--- src/rtl/intr_ctl_pkg.sv ---
`timescale 1ns/1ps
package intr_ctl_pkg;
  // PSW bit positions decoded by the core and by this block
  localparam int PSW_ID = 5;  // maskable lines disabled
  localparam int PSW_EP = 6;  // exception in progress
  localparam int PSW_NP = 7;  // non-maskable event in service

  function automatic int idx_width(input int n);
    return (n > 1) ? $clog2(n) : 1;
  endfunction
endpackage

--- src/rtl/intr_pend.sv ---
`timescale 1ns/1ps
module intr_pend #(
  parameter int NUM_SRC = 6
) (
  input  logic               clk,
  input  logic               rst,
  input  logic               nmi_req,
  input  logic [NUM_SRC-1:0] irq_req,
  input  logic               nmi_take,
  input  logic [NUM_SRC-1:0] irq_clr,
  output logic               nmi_eff,
  output logic [NUM_SRC-1:0] irq_eff
);
  logic               nmi_q;
  logic [NUM_SRC-1:0] irq_q;

  // a request is visible in the cycle it arrives
  assign nmi_eff = nmi_q | nmi_req;
  assign irq_eff = irq_q | irq_req;

  always_ff @(posedge clk) begin
    if (rst) begin
      nmi_q <= 1'b0;
      irq_q <= '0;
    end else begin
      // single slot: extra non-maskable pulses collapse into one
      nmi_q <= nmi_eff & ~nmi_take;
      irq_q <= irq_eff & ~irq_clr;
    end
  end
endmodule

--- src/rtl/intr_arb.sv ---
`timescale 1ns/1ps
module intr_arb #(
  parameter int NUM_SRC = 6,
  localparam int IDX_W = intr_ctl_pkg::idx_width(NUM_SRC)
) (
  input  logic [NUM_SRC-1:0] req,
  output logic               any,
  output logic [IDX_W-1:0]   idx,
  output logic [NUM_SRC-1:0] gnt
);
  logic [NUM_SRC:0] below;

  assign below[0] = 1'b0;
  generate
    for (genvar i = 0; i < NUM_SRC; i++) begin : g_chain
      assign gnt[i]       = req[i] & ~below[i];
      assign below[i + 1] = below[i] | req[i];
    end
  endgenerate

  assign any = below[NUM_SRC];

  always_comb begin
    idx = '0;
    for (int i = 0; i < NUM_SRC; i++)
      if (gnt[i]) idx = IDX_W'(i);
  end
endmodule

--- src/rtl/intr_ctx.sv ---
`timescale 1ns/1ps
module intr_ctx
  import intr_ctl_pkg::*;
#(
  parameter int AW = 32,
  parameter int DW = 32
) (
  input  logic          clk,
  input  logic          rst,
  input  logic          save_irq,
  input  logic          save_nmi,
  input  logic [AW-1:0] cur_pc,
  input  logic [DW-1:0] cur_psw,
  output logic [AW-1:0] ret_pc,
  output logic [DW-1:0] ret_psw
);
  logic [AW-1:0] ipc_q, fpc_q;
  logic [DW-1:0] ipsw_q, fpsw_q;
  logic [AW-1:0] sel_pc;

  // cur_psw is the pre-entry value: the mask update lands on the same edge
  always_ff @(posedge clk) begin
    if (rst) begin
      ipc_q  <= '0;
      ipsw_q <= '0;
      fpc_q  <= '0;
      fpsw_q <= '0;
    end else begin
      if (save_irq) begin
        ipc_q  <= cur_pc;
        ipsw_q <= cur_psw;
      end
      if (save_nmi) begin
        fpc_q  <= cur_pc;
        fpsw_q <= cur_psw;
      end
    end
  end

  always_comb begin
    if (cur_psw[PSW_EP]) begin
      sel_pc  = ipc_q;
      ret_psw = ipsw_q;
    end else if (cur_psw[PSW_NP]) begin
      sel_pc  = fpc_q;
      ret_psw = fpsw_q;
    end else begin
      sel_pc  = ipc_q;
      ret_psw = ipsw_q;
    end
  end

  assign ret_pc = {sel_pc[AW-1:1], 1'b0};
endmodule

--- src/rtl/intr_ctl.sv ---
`timescale 1ns/1ps
module intr_ctl
  import intr_ctl_pkg::*;
#(
  parameter int          NUM_SRC   = 6,
  parameter int          AW        = 32,
  parameter int          DW        = 32,
  parameter logic [31:0] VEC_BASE  = 32'h80,
  parameter logic [31:0] VEC_STEP  = 32'h10,
  parameter logic [31:0] NMI_VEC   = 32'h10,
  parameter logic [31:0] NMI_CODE  = 32'h10,
  parameter logic [31:0] RESET_PSW = 32'h20
) (
  input  logic               clk,
  input  logic               rst,
  input  logic               nmi_req,
  input  logic [NUM_SRC-1:0] irq_req,
  input  logic               bnd_vld,
  input  logic [AW-1:0]      bnd_pc,
  input  logic               ret_vld,
  output logic               redir_vld,
  output logic [AW-1:0]      redir_pc,
  output logic [DW-1:0]      psw,
  output logic [DW-1:0]      ecr
);
  localparam int IDX_W = idx_width(NUM_SRC);
  localparam int HW    = DW / 2;

  logic               nmi_eff;
  logic [NUM_SRC-1:0] irq_eff;
  logic               arb_any;
  logic [IDX_W-1:0]   arb_idx;
  logic [NUM_SRC-1:0] arb_gnt;
  logic               take_ret, take_nmi, take_irq;
  logic [AW-1:0]      ctx_pc;
  logic [DW-1:0]      ctx_psw;
  logic [AW-1:0]      vec_addr;
  logic [DW-1:0]      nmi_psw, irq_psw;

  logic               rv_q;
  logic [AW-1:0]      rpc_q;
  logic [DW-1:0]      psw_q, ecr_q;

  // precedence: return, then non-maskable, then maskable
  assign take_ret = ret_vld;
  assign take_nmi = !ret_vld && bnd_vld && nmi_eff && !psw_q[PSW_NP];
  assign take_irq = !ret_vld && bnd_vld && !take_nmi && arb_any &&
                    !psw_q[PSW_NP] && !psw_q[PSW_ID];

  intr_pend #(.NUM_SRC(NUM_SRC)) u_pend (
    .clk      (clk),
    .rst      (rst),
    .nmi_req  (nmi_req),
    .irq_req  (irq_req),
    .nmi_take (take_nmi),
    .irq_clr  (take_irq ? arb_gnt : '0),
    .nmi_eff  (nmi_eff),
    .irq_eff  (irq_eff)
  );

  intr_arb #(.NUM_SRC(NUM_SRC)) u_arb (
    .req (irq_eff),
    .any (arb_any),
    .idx (arb_idx),
    .gnt (arb_gnt)
  );

  intr_ctx #(.AW(AW), .DW(DW)) u_ctx (
    .clk      (clk),
    .rst      (rst),
    .save_irq (take_irq),
    .save_nmi (take_nmi),
    .cur_pc   (bnd_pc),
    .cur_psw  (psw_q),
    .ret_pc   (ctx_pc),
    .ret_psw  (ctx_psw)
  );

  assign vec_addr = AW'(VEC_BASE) + AW'(arb_idx) * AW'(VEC_STEP);

  always_comb begin
    nmi_psw         = psw_q;
    nmi_psw[PSW_NP] = 1'b1;
    nmi_psw[PSW_ID] = 1'b1;
    nmi_psw[PSW_EP] = 1'b0;
    irq_psw         = psw_q;
    irq_psw[PSW_ID] = 1'b1;
    irq_psw[PSW_EP] = 1'b0;
  end

  always_ff @(posedge clk) begin
    if (rst) begin
      rv_q  <= 1'b1;
      rpc_q <= '0;
      psw_q <= DW'(RESET_PSW);
      ecr_q <= '0;
    end else begin
      rv_q <= 1'b0;
      if (take_ret) begin
        rv_q  <= 1'b1;
        rpc_q <= ctx_pc;
        psw_q <= ctx_psw;
      end else if (take_nmi) begin
        rv_q  <= 1'b1;
        rpc_q <= AW'(NMI_VEC);
        psw_q <= nmi_psw;
        ecr_q <= {{(DW-HW){1'b0}}, ecr_q[HW-1:0] | HW'(NMI_CODE)};
      end else if (take_irq) begin
        rv_q  <= 1'b1;
        rpc_q <= vec_addr;
        psw_q <= irq_psw;
        ecr_q <= {ecr_q[DW-1:HW], HW'(vec_addr)};
      end
    end
  end

  assign redir_vld = rv_q;
  assign redir_pc  = rpc_q;
  assign psw       = psw_q;
  assign ecr       = ecr_q;
endmodule

--- config.mk ---
export PLATFORM = sky130hd
export DESIGN_NAME = intr_ctl
export DESIGN_NICKNAME = d
export VERILOG_FILES = /design/src/rtl/intr_ctl_pkg.sv /design/src/rtl/intr_pend.sv /design/src/rtl/intr_arb.sv /design/src/rtl/intr_ctx.sv /design/src/rtl/intr_ctl.sv
export SDC_FILE = /design/constraint.sdc
export NUM_CORES = 1
export LEC_CHECK = 0
export BUFFER_PORTS_ARGS = -buffer_cell sky130_fd_sc_hd__buf_2
export CORE_ASPECT_RATIO = 1.4
export CORE_UTILIZATION = 45
export CTS_BUF_LIST = sky130_fd_sc_hd__clkbuf_8
export DETAILED_ROUTE_END_ITERATION = 7
export PLACE_DENSITY_LB_ADDON = 0.3
export SLEW_MARGIN = 40
export SYNTH_ARGS = -nofsm -noshare
export SYNTH_HDL_FRONTEND = slang
export SYNTH_SLANG_ARGS = --single-unit
--- constraint.sdc ---
create_clock -name clk -period 2.15 [get_ports clk]
set_input_delay 0.1075 -clock clk [delete_from_list [all_inputs] [get_ports clk]]
set_output_delay 0.1075 -clock clk [all_outputs]
set_load 0.005 [all_outputs]
==> results of run 1 <==
[per-stage QoR]
stage / total power [uW] / std cells
2_1_floorplan: 4320 / 934
3_3_place_gp: 4490 / 1205
3_5_place_dp: 4500 / 1205
4_1_cts: 8060 / 1302
5_1_grt: 8280 / 1302
6_report: 7970 / 1302
[worst max-delay path: stages (launching register included)]
cell       delay, ps
dfxtp_1          310
or4_4            510
or3_2            560
a211oi_4         290
buf_4            260
o2bb2ai_1        130
[synth_stat cells, types with 2 or more instances]
cell type and n:
nand2b_1 2, nor2_1 40, dfxtp_1 201, or4_1 2, o2bb2ai_2 10, buf_1 7, nor4_1 2, mux2_2 3
buf_4 29, a21oi_1 127, or4_4 2, and3_1 3, mux2i_1 59, a31oi_1 3, inv_1 8, buf_2 2
o2bb2ai_1 17, nand2_1 131, buf_6 4, nand3_1 64, o21ai_0 64, nor3_1 6, or3_1 2, a211oi_1 32
a221oi_1 4, clkbuf_1 67
[power by group through the flow]
| stage | logic (uW) | clock network, uW | registers, uW |
|---|---|---|---|
| floorplan | 364 | 0 | 3950 |
| global placement | 531 | 0 | 3960 |
| detailed placement | 536 | 0 | 3960 |
| CTS | 593 | 3580 | 3880 |
| global route | 649 | 3740 | 3890 |
| finish | 592 | 3500 | 3880 |
[timing repair]
item                       in CTS  in global routing
hold endpoints to repair       71                  0
setup endpoints to repair       0                 27
resized for setup               0                  3
hold buffers                   39                  0
[registers in the layout, summed over array words and instances (netlist names)]
signal,count
u_ctx.ipsw_q,32
redir_vld,1
u_ctx.fpc_q,31
psw,32
u_pend.irq_q,6
u_ctx.ipc_q,31
u_pend.nmi_q,1
u_ctx.fpsw_q,32
redir_pc,31
ecr,4
[metal layers]
metal	GRT usage [%]	vias to the layer above	part of all wire, %	routed length (um)
li1	-	3391	-	-
met4	7.97	0	2.6	534
met3	3.53	37	5.5	1130
met2	39.9	207	50	10400
met1	26.4	3344	41	8530
met5	0	-	0	0
[logic make-up (layout without fill, tap and decap cells)]
group	Yosys count	after routing
AO/OA/AOI/OAI	268	268
AND/OR/NAND/NOR	257	257
flip-flops	201	201
buffers and inverters	117	249
multiplexers	62	62
other	1	29
[cell usage in the layout (no fill, tap or decap), drive strengths merged, types with 2 or more instances in the layout]
cell type / instances
a211oi: 33
a21oi: 127
a221oi: 4
a31oi: 3
and3: 3
buf: 144
clkbuf: 47
clkinv: 3
conb: 29
dfxtp: 201
dlygate4sd3: 39
inv: 14
mux2: 3
mux2i: 59
nand2: 131
nand2b: 2
nand3: 64
nor2: 40
nor3: 6
nor4: 3
o21ai: 64
o2bb2ai: 27
or3: 2
or4: 4
[path summary, 6_finish.rpt]
check,start,end,slack [ps],depth (start not counted)
max,u_pend.irq_q[4],redir_pc[30],20,5
min,bnd_vld,redir_pc[5],120,4
max reg2reg,u_pend.irq_q[4],redir_pc[30],20,5
min reg2reg,u_ctx.fpc_q[1],u_ctx.fpc_q[1],450,2
[cell type report]
| type | instances | area [sq um] | area share (%) |
|---|---|---|---|
| timing repair buffer | 183 | 1250 | 12.7 |
| clock buffer | 47 | 647 | 6.56 |
| tap | 236 | 295 | 2.99 |
| sequential | 201 | 4020 | 40.8 |
| inverter | 8 | 30.0 | 0.305 |
| clock inverter | 11 | 75.1 | 0.761 |
| multi-input combinational | 616 | 3530 | 35.8 |
==> summary.md, run 1 <==
| Metric | Value |
|---|---|
| Initial core utilization | 46.0% |
| Cell Pwr Density | 808 mW/mm^2 |
| # DRC | 0 |
| Largest cells by area after synthesis | dfxtp_1 (50%), a21oi_1 (7.9%), mux2i_1 (7.4%), nand2_1 (6.1%), nand3_1 (4.0%) |
| Final HPWL DP | 12100 um |
| Remaining antenna violation count after routing | 0 |
| Via Count | 6979 |
| Psw | 1880 uW |
| Worst slack, placed | 28.6 ps |
| Fin util | 56.7% |
| Pin count of the biggest net entering global routing | 71 |
| Core area | 0.0174 sq mm |
| Ys async rst share | 0% |
| Comb pwr share | 7.4% |
| Post-synthesis xor/xnor area fraction | 0% |
| Worst Path Required | 2630 ps |
| Number of I/O port buffers | 109 |
| Netlist cell types | 41 |
| Mapped Cells | 906 |
| Via-to-Cell Ratio | 5.36 |
| Gr usage total | 22.2% |
| Die Footprint | 0.0183 sq mm |
| Fin area | 0.00986 sq mm |
| Routability congestion estimate | 0.817 |
| Startpoint types | flip-flop |
| Slew Limit Fails | 0 |
| Final hold violation count | 0 |
| Worst Clk Skew | 7.99 ps |
| Clock network power share | 43.9% |
| Worst hold path class | in2reg |
| Synth Flop Type | dfxtp_1 |
| Grt total ovfl | 0 |
| Setup tns final | 0 ps |
| Share of cells above drive strength 1 | 20.7% |
| Max Clk Rate | 470 MHz |
| Worst hold slack | 123 ps |
| Root buffer cell | clkbuf_8 |
| Crit Path Category | reg2reg |
| Pre-antenna DRT Iters | 5 |
| Clock Pin Slew Worst Setup and Hold Paths | 60 ps |
| Slew of the pin with the lowest slew margin | 741 ps |
| Sequential cell area fraction in the yosys report | 50.3% |
| Post-CTS Setup Inserts | 0 |
| Avg Inst Size Synth | 8.83 sq um |
| Period utilization | 98.9% |
| Area post-placement | 0.00874 sq mm |
| Depth of the CTS H-tree | 1 |
| Syn-to-layout area delta | 23.3% |
| Multiplexer area fraction after synthesis | 7.81% |
| Peak VDD IR | 0.427 mV |
| Cts bufs inserted | 31 |
| Cell Int Power | 6090 uW |
| Critical Path End Type | flip-flop |
| Adder and majority gate portion of the synthesized area | 0% |
| Max Root-Sink Buffers | 3 |
| Worst-skew pair later-pin latency | 550 ps |
| Post-Route WL | 20600 um |
| Die Wd | 115 um |
| Worst slew margin | 50.6% |
| Unrepaired setup endpoints after global routing | true |
| Yosys Warn Count | 0 |
| Reg power frac | 48.7% |
| Fin crit period | 2130 ps |
| Number of enable flip-flop cells after synthesis | 0 |
| Routed len/inst | 15.8 um |
| Sw Ratio | 23.5% |
| Synth Cell Area | 0.00800 sq mm |
| Die H | 160 um |
| Arrival time worst endpoint | 2600 ps |
| Area fraction in compound gates after synthesis | 20.7% |
| Initial DRC count | 404 |
| Net count reported at finish | 1084 |
| Final setup fails | 0 |
| Synth area leader | dfxtp_1 |
| Seq cells post-synth | 201 |
| IO Count | 140 |
| Status | finished, final reports clean |
| Initial antenna violation count | 0 |
| # fillers | 1602 |
| Main combinational cell family by area after synthesis | compound AO/OA/AOI/OAI gates |
| First-pass GRT wire length | 33100 um |
| Vias in the first global route | 6668 |
| CTS Sinks | 201 |
| CTS tree | yes |
| Leakage | 0.00406 uW |
| Setup ws final | 24.6 ps |
| Rows | 57 |
| Yosys top cell area share | 50.3% |
| Crit-path max FO | 11 |
| Number of maximum-capacitance violations | 0 |
| Simple-Gate Fraction of Synth Area | 13.9% |
| Ant diodes | 0 |
Power figures use the tool's default switching activity.
==> run 2: changes to the inputs <==
- CTS_CLUSTER_SIZE: unset -> 24
- SETUP_SLACK_MARGIN: unset -> 0.1
==> run 2 against run 1 <==
Sequential cell count did not move. Combinational power rose by 2%. Die area did not move. Cell area rose by 0.90%.
==> summary.md, run 2 (synthesized netlist as in run 1, its figures left out) <==
| Metric | Value |
|---|---|
| Status | finished, final reports clean |
| Unrepaired setup endpoints after global routing | false |
| Via Count | 6991 (+0.17%) |
| Share of cells above drive strength 1 | 21.2% (+0.44 points) |
| Peak VDD IR | 0.424 mV (-0.58%) |
| Worst reg2reg setup slack | 170 ps (+150 ps) |
| Crit path cell chain | or4_4 -> or3_4 -> a211oi_4 -> buf_6 -> buf_6 -> a32oi_1 |
| Final setup fails | 0 (unchanged) |
| Crit path launch | u_pend.irq_q[1] |
| Initial DRC count | 390 (-3.5%) |
| Clock Pin Slew Worst Setup and Hold Paths | 60 ps (about the same) |
| Final HPWL DP | 12100 um (unchanged) |
| Setup tns final | 0 ps (unchanged) |
| Worst Path Required | 2560 ps (-70 ps) |
| Cts bufs inserted | 31 (unchanged) |
| Leakage | 0.00410 uW (+1.1%) |
| First-pass GRT wire length | 33200 um (+0.42%) |
| Syn-to-layout area delta | 24.4% |
| Grt total ovfl | 0 (unchanged) |
| Gr usage total | 22.4% (+0.14 points) |
| Cell Pwr Density | 803 mW/mm^2 (-0.69%) |
| Pre-antenna DRT Iters | 5 (unchanged) |
| CTS tree | yes |
| Remaining antenna violation count after routing | 0 (unchanged) |
| Depth of the CTS H-tree | 1 (unchanged) |
| Period utilization | 92.1% (-6.8 points) |
| Root buffer cell | clkbuf_8 |
| Initial core utilization | 46.0% (unchanged) |
| Fin crit period | 1980 ps (-146 ps) |
| Routability congestion estimate | 0.817 (unchanged) |
| Final hold violation count | 0 (unchanged) |
| Ant diodes | 0 (unchanged) |
| Routed len/inst | 15.9 um (+0.71%) |
| Worst-skew pair later-pin latency | 560 ps (about the same) |
| Slowest stage delay, CP | 520 ps (-40 ps) |
| Startpoint types | flip-flop |
| # fillers | 1597 (-0.31%) |
| Worst r2r src | u_pend.irq_q[1] |
| Cell mode on critical path | buf_6 |
| Most frequent cells in the layout | dfxtp_1 (201), nand2_1 (131), a21oi_1 (126) |
| Worst path slowest cell | or4_4 |
| Number of I/O port buffers | 109 (unchanged) |
| Crit Path Category | reg2reg |
| Worst Clk Skew | 13.1 ps (+5.14 ps) |
| Worst hold path class | in2reg |
| Hold_sp | bnd_vld |
| # DRC | 0 (unchanged) |
| Fin util | 57.2% (+0.51 points) |
| Die Footprint | 0.0183 sq mm (unchanged) |
| Arrival time worst endpoint | 2390 ps (-210 ps) |
| Via-to-Cell Ratio | 5.34 (-0.29%) |
| CTS Sinks | 201 (unchanged) |
| Initial antenna violation count | 0 (unchanged) |
| Max Root-Sink Buffers | 3 (unchanged) |
| Core area | 0.0174 sq mm (unchanged) |
| Slew of the pin with the lowest slew margin | 737 ps (-4.91 ps) |
| Pin count of the biggest net entering global routing | 71 (unchanged) |
| Die Wd | 115 um (unchanged) |
| IO Count | 140 (unchanged) |
| Post-Route WL | 20800 um (+1.2%) |
| Critical Path End Type | flip-flop |
| Vias in the first global route | 6683 (+0.22%) |
| Crit-path max FO | 9 (-2) |
| Die H | 160 um (unchanged) |
| Max Clk Rate | 505 MHz (+7.4%) |
| Slew Limit Fails | 0 (unchanged) |
| Commonest non-fill, non-tap cell in the layout | dfxtp_1 |
| Worst slew margin | 50.9% (+0.33 points) |
| Net count reported at finish | 1090 (+0.55%) |
| Number of maximum-capacitance violations | 0 (unchanged) |
| Rows | 57 (unchanged) |
==> run 2: cell types whose count changed in the layout (fill, tap and decap cells not counted), sizes merged <==
| cell | change |
|---|---|
| buf | +5 |
| clkbuf | +1 |
==> run 2: report_power, final <==
| group | internal [uW] | total (uW) | switching, uW |
|---|---|---|---|
| Combinational | 250 | 604 | 355 |
| Sequential | 3820 | 3880 | 63.4 |
| Clock | 2030 | 3500 | 1470 |
| Total | 6100 | 7980 | 1880 |
==> run 2: layout make-up <==
cell class	count	area, sq um	share of cell area (%)
Timing Repair Buffer	189	1340	13.5
Sequential cell	201	4020	40.4
Tap cell	236	295	2.97
Multi-Input combinational cell	616	3540	35.6
Clock inverter	11	75.1	0.755
Clock buffer	47	647	6.50
Inverter	8	30.0	0.302
==> run 2: final timing paths <==
path,cells past startpoint,endpoint
hold / removal,4,redir_pc[5]
setup / recovery,6,psw[5]
setup reg to reg,6,psw[5]
hold reg to reg,2,u_ctx.fpc_q[1]
==> run 2: what timing repair did <==
action | 4_1_cts | 5_1_grt
pin swaps | 1 | 1
setup endpoints to repair | 76 | 65
hold buffers | 39 | 0
gates cloned | 2 | 1
buffers inserted | 1 | 2
hold endpoints to repair | 71 | 0
gates resized for setup | 8 | 4
==> run 2: critical path, delay by kind of cell (launching register included) <==
kind | cells | cell delay, ps
AO/OA/AOI/OAI | 2 | 270
buffers and inverters | 2 | 310
flip-flops | 1 | 320
AND/OR/NAND/NOR | 2 | 940
==> run 2: layer usage <==
layer	track usage [%]	vias up	share of wire [%]	wire (um)
met5	0	-	0	0
met4	7.97	0	2.5	517
met3	3.53	36	5.7	1190
met2	40.2	221	51	10600
met1	26.6	3317	41	8490
li1	-	3417	-	-
==> run 2: through the flow <==
| step | power (uW) | std cells | cell area (sq um) | worst slack, ps | hold slack [ps] |
|---|---|---|---|---|---|
| 2_1_floorplan | 4320 | 934 | 8100 | 135 | 243 |
| 3_3_place_gp | 4490 | 1205 | 8740 | 43.1 | 361 |
| 3_5_place_dp | 4500 | 1205 | 8740 | 28.6 | 369 |
| 4_1_cts | 8060 | 1305 | 9900 | 103 | 94.1 |
| 5_1_grt | 8290 | 1308 | 9950 | 111 | 148 |
| 6_report | 7980 | 1308 | 9950 | 171 | 112 |
==> run 3: changes to the inputs <==
- CORE_UTILIZATION: 45 -> 53
- SYNTH_HIERARCHICAL: unset -> 1
==> run 3 against run 2 <==
Sequential power shrank 1%. Sequential share of layout area is 1.1 points lower. Register-to-register slack hardly changed. Clock skew decreased by 3.4 ps. First-iteration DRC count down 42%. Critical path depth increased by 3. Routed wire length shrank 16%. Via count down 15%. Count of clock-buffer cells in the layout decreased by 5. Setup slack got worse by 1.0 ps. Cell count is 11% lower. Critical path type unchanged. Critical endpoint is now u_ctx/ipc_q[26]. Largest power group unchanged.
==> summary.md, run 3 <==
| Metric | Value |
|---|---|
| Peak VDD IR | 0.558 mV (+31%) |
| Startpoint types | flip-flop |
| Setup ws final | 170 ps (-1.01 ps) |
| Via-to-Cell Ratio | 5.09 (-4.9%) |
| Number of maximum-capacitance violations | 0 (unchanged) |
| Clock Pin Slew Worst Setup and Hold Paths | 60 ps (about the same) |
| Max Root-Sink Buffers | 3 (unchanged) |
| Max Clk Rate | 505 MHz (about the same) |
| Syn-to-layout area delta | 20.6% |
| Worst slack, placed | 55.2 ps (+26.6 ps) |
| Net count reported at finish | 986 (-9.5%) |
| Mapped Cells | 794 (-12%) |
| Arrival time worst endpoint | 2380 ps (about the same) |
| Pre-antenna DRT Iters | 4 (-1) |
| Critical Path End Type | flip-flop |
| Ant diodes | 0 (unchanged) |
| Rows | 54 (-5.3%) |
| Cts bufs inserted | 31 (unchanged) |
| Netlist cell types | 37 (-9.8%) |
| Depth of the CTS H-tree | 1 (unchanged) |
| RR Endpoint | u_ctx/ipc_q[26] |
| Via Count | 5919 (-15%) |
| Number of I/O port buffers | 110 (+0.92%) |
| Fin crit period | 1980 ps (+1.01 ps) |
| Hold_sp | ret_vld |
| Yosys top cell area share | 47.5% (-2.8 points) |
| Seq cells post-synth | 202 (+0.50%) |
| # DRC | 0 (unchanged) |
| Root buffer cell | clkbuf_8 |
| Slew of the pin with the lowest slew margin | 791 ps (+54.1 ps) |
| Cell Pwr Density | 752 mW/mm^2 (-6.2%) |
| Ys async rst share | 0% (unchanged) |
| Synth Cell Area | 0.00852 sq mm (+6.5%) |
| Synth Flop Type | dfxtp_1 |
| Commonest non-fill, non-tap cell in the layout | dfxtp_1 |
| Routed len/inst | 15.0 um (-5.8%) |
| Worst hold path class | in2reg |
| Synth top cells by count | dfxtp_1 (202), nor2_1 (197), mux2i_1 (155), mux2_4 (60), buf_4 (42) |
| Die H | 152 um (-4.9%) |
| Status | finished, final reports clean |
| Hold EP | ecr[4] |
| Leakage | 0.00445 uW (+8.5%) |
| Worst reg2reg setup slack | 170 ps (about the same) |
| Sequential cell area fraction in the yosys report | 47.5% (-2.8 points) |
| Final setup fails | 0 (unchanged) |
| Avg Inst Size Synth | 10.7 sq um (+22%) |
| CTS tree | yes |
| Core area | 0.0157 sq mm (-9.9%) |
| Area post-placement | 0.00915 sq mm (+4.7%) |
| Count leader, synth | dfxtp_1 |
| Vias in the first global route | 5807 (-13%) |
| Number of enable flip-flop cells after synthesis | 0 (unchanged) |
| First-pass GRT wire length | 27500 um (-17%) |
| Grt total ovfl | 0 (unchanged) |
| CTS Sinks | 202 (+0.50%) |
| Worst-skew pair later-pin latency | 550 ps (about the same) |
| Share of cells above drive strength 1 | 27.5% (+6.3 points) |
| Die Footprint | 0.0166 sq mm (-9.4%) |
| Synth area leader | dfxtp_1 |
| Worst Path Required | 2550 ps (about the same) |
| Pin count of the biggest net entering global routing | 101 (+42%) |
| Unrepaired setup endpoints after global routing | false |
| IO Count | 140 (unchanged) |
| Crit Path Category | reg2reg |
| Period utilization | 92.1% (about the same) |
| Final HPWL DP | 10100 um (-17%) |
| Worst slew margin | 47.3% (-3.6 points) |
| WHS Path Cells | 5 (+1) |
| Slew Limit Fails | 0 (unchanged) |
| Worst Clk Skew | 9.68 ps (-3.45 ps) |
| Routability congestion estimate | 0.730 (-11%) |
| Initial antenna violation count | 0 (unchanged) |
| Post-layout power | 7730 uW (-3.2%) |
| Initial DRC count | 228 (-42%) |
| Initial core utilization | 54.3% (+8.4 points) |
| Fin util | 65.5% (+8.3 points) |
| Crit-path max FO | 13 (+4) |
| R2R cell count | 9 (+3) |
| Yosys Warn Count | 6 (+6) |
| Most frequent cells in the layout | dfxtp_1 (202), nor2_1 (196), mux2i_1 (155) |
| Final hold violation count | 0 (unchanged) |
| Setup tns final | 0 ps (unchanged) |
| Die Wd | 109 um (-4.8%) |
| Largest cells by area after synthesis | dfxtp_1 (47%), mux2i_1 (18%), mux2_4 (11%), nor2_1 (8.7%), buf_4 (3.7%) |
| Fin area | 0.0103 sq mm (+3.2%) |
| Worst r2r src | u_pend/irq_q[2] |
| Remaining antenna violation count after routing | 0 (unchanged) |
| Gr usage total | 20.2% (-2.2 points) |
| Post-Route WL | 17400 um (-16%) |
==> run 3: power breakdown <==
part	switching, uW	total [uW]	internal, uW
logic	323	607	284
registers	27.1	3830	3800
clock network	1440	3290	1860
total	1790	7730	5940
==> run 3: per-layer routing <==
layer | up-vias | wire (um) | track usage [%]
met5 | - | 0 | 0
met4 | 0 | 301 | 5.66
met3 | 32 | 950 | 4.25
met2 | 120 | 8630 | 35.5
met1 | 2829 | 7550 | 24.3
li1 | 2938 | - | -
==> run 3: worst max-delay path, cell delays in order (launching register included) <==
cell,delay (ps)
dfxtp_1,300
or2_1,240
nor4_2,340
nand2_1,110
nand2b_1,110
or3_4,180
clkinv_8,100
buf_16,170
mux2i_1,200
nor2_1,60
==> run 3: cell families (layout without fill, tap and decap cells) <==
| kind of cell | count (synthesis) | count (layout) | synth area share (%) |
|---|---|---|---|
| compound gates | 39 | 39 | 3.51 |
| flops | 202 | 202 | 47.5 |
| other cells | 2 | 29 | 0.0882 |
| buf+inv | 88 | 235 | 7.32 |
| simple gates | 244 | 244 | 12.3 |
| mux | 219 | 219 | 29.3 |
==> run 3: worst max-delay path by stage <==
stage               startpoint              end  slack, ps  cells past startpoint
6_report       u_pend/irq_q[2]  u_ctx/ipc_q[26]        170                      9
5_1_grt        u_pend/irq_q[2]  u_ctx/ipc_q[26]         70                      9
4_1_cts                 psw[7]  u_ctx/ipc_q[19]        100                      6
3_5_place_dp            psw[7]  u_ctx/ipc_q[19]         60                      6
3_3_place_gp            psw[7]  u_ctx/ipsw_q[4]         80                      6
2_1_floorplan           psw[7]  u_ctx/ipc_q[29]         80                      8
==> run 3: layout make-up <==
type / count / area [sq um]
clock inverters: 16 / 96.3
well taps: 196 / 245
clock buffers: 42 / 578
flip-flops and latches: 202 / 4040
fillers: 1269 / 5410
multi-input cells: 531 / 3990
repair buffers: 173 / 1280
repair inverters: 1 / 8.76
inverters: 3 / 23.8
==> run 3: timing repair <==
item / 4_1_cts / 5_1_grt
hold buffers: 33 / 0
cloned: 0 / 3
resized for setup: 1 / 4
setup buffers: 0 / 5
pin swaps: 0 / 1
endpoints found under the setup margin: 23 / 54
endpoints found under the hold margin: 64 / 0
==> run 3: metrics by stage <==
step | hold slack [ps] | std cells
floorplan | 183 | 821
global placement | 357 | 1065
detailed placement | 366 | 1065
CTS | 15.1 | 1156
global route | 37.6 | 1164
finish | 46.7 | 1164
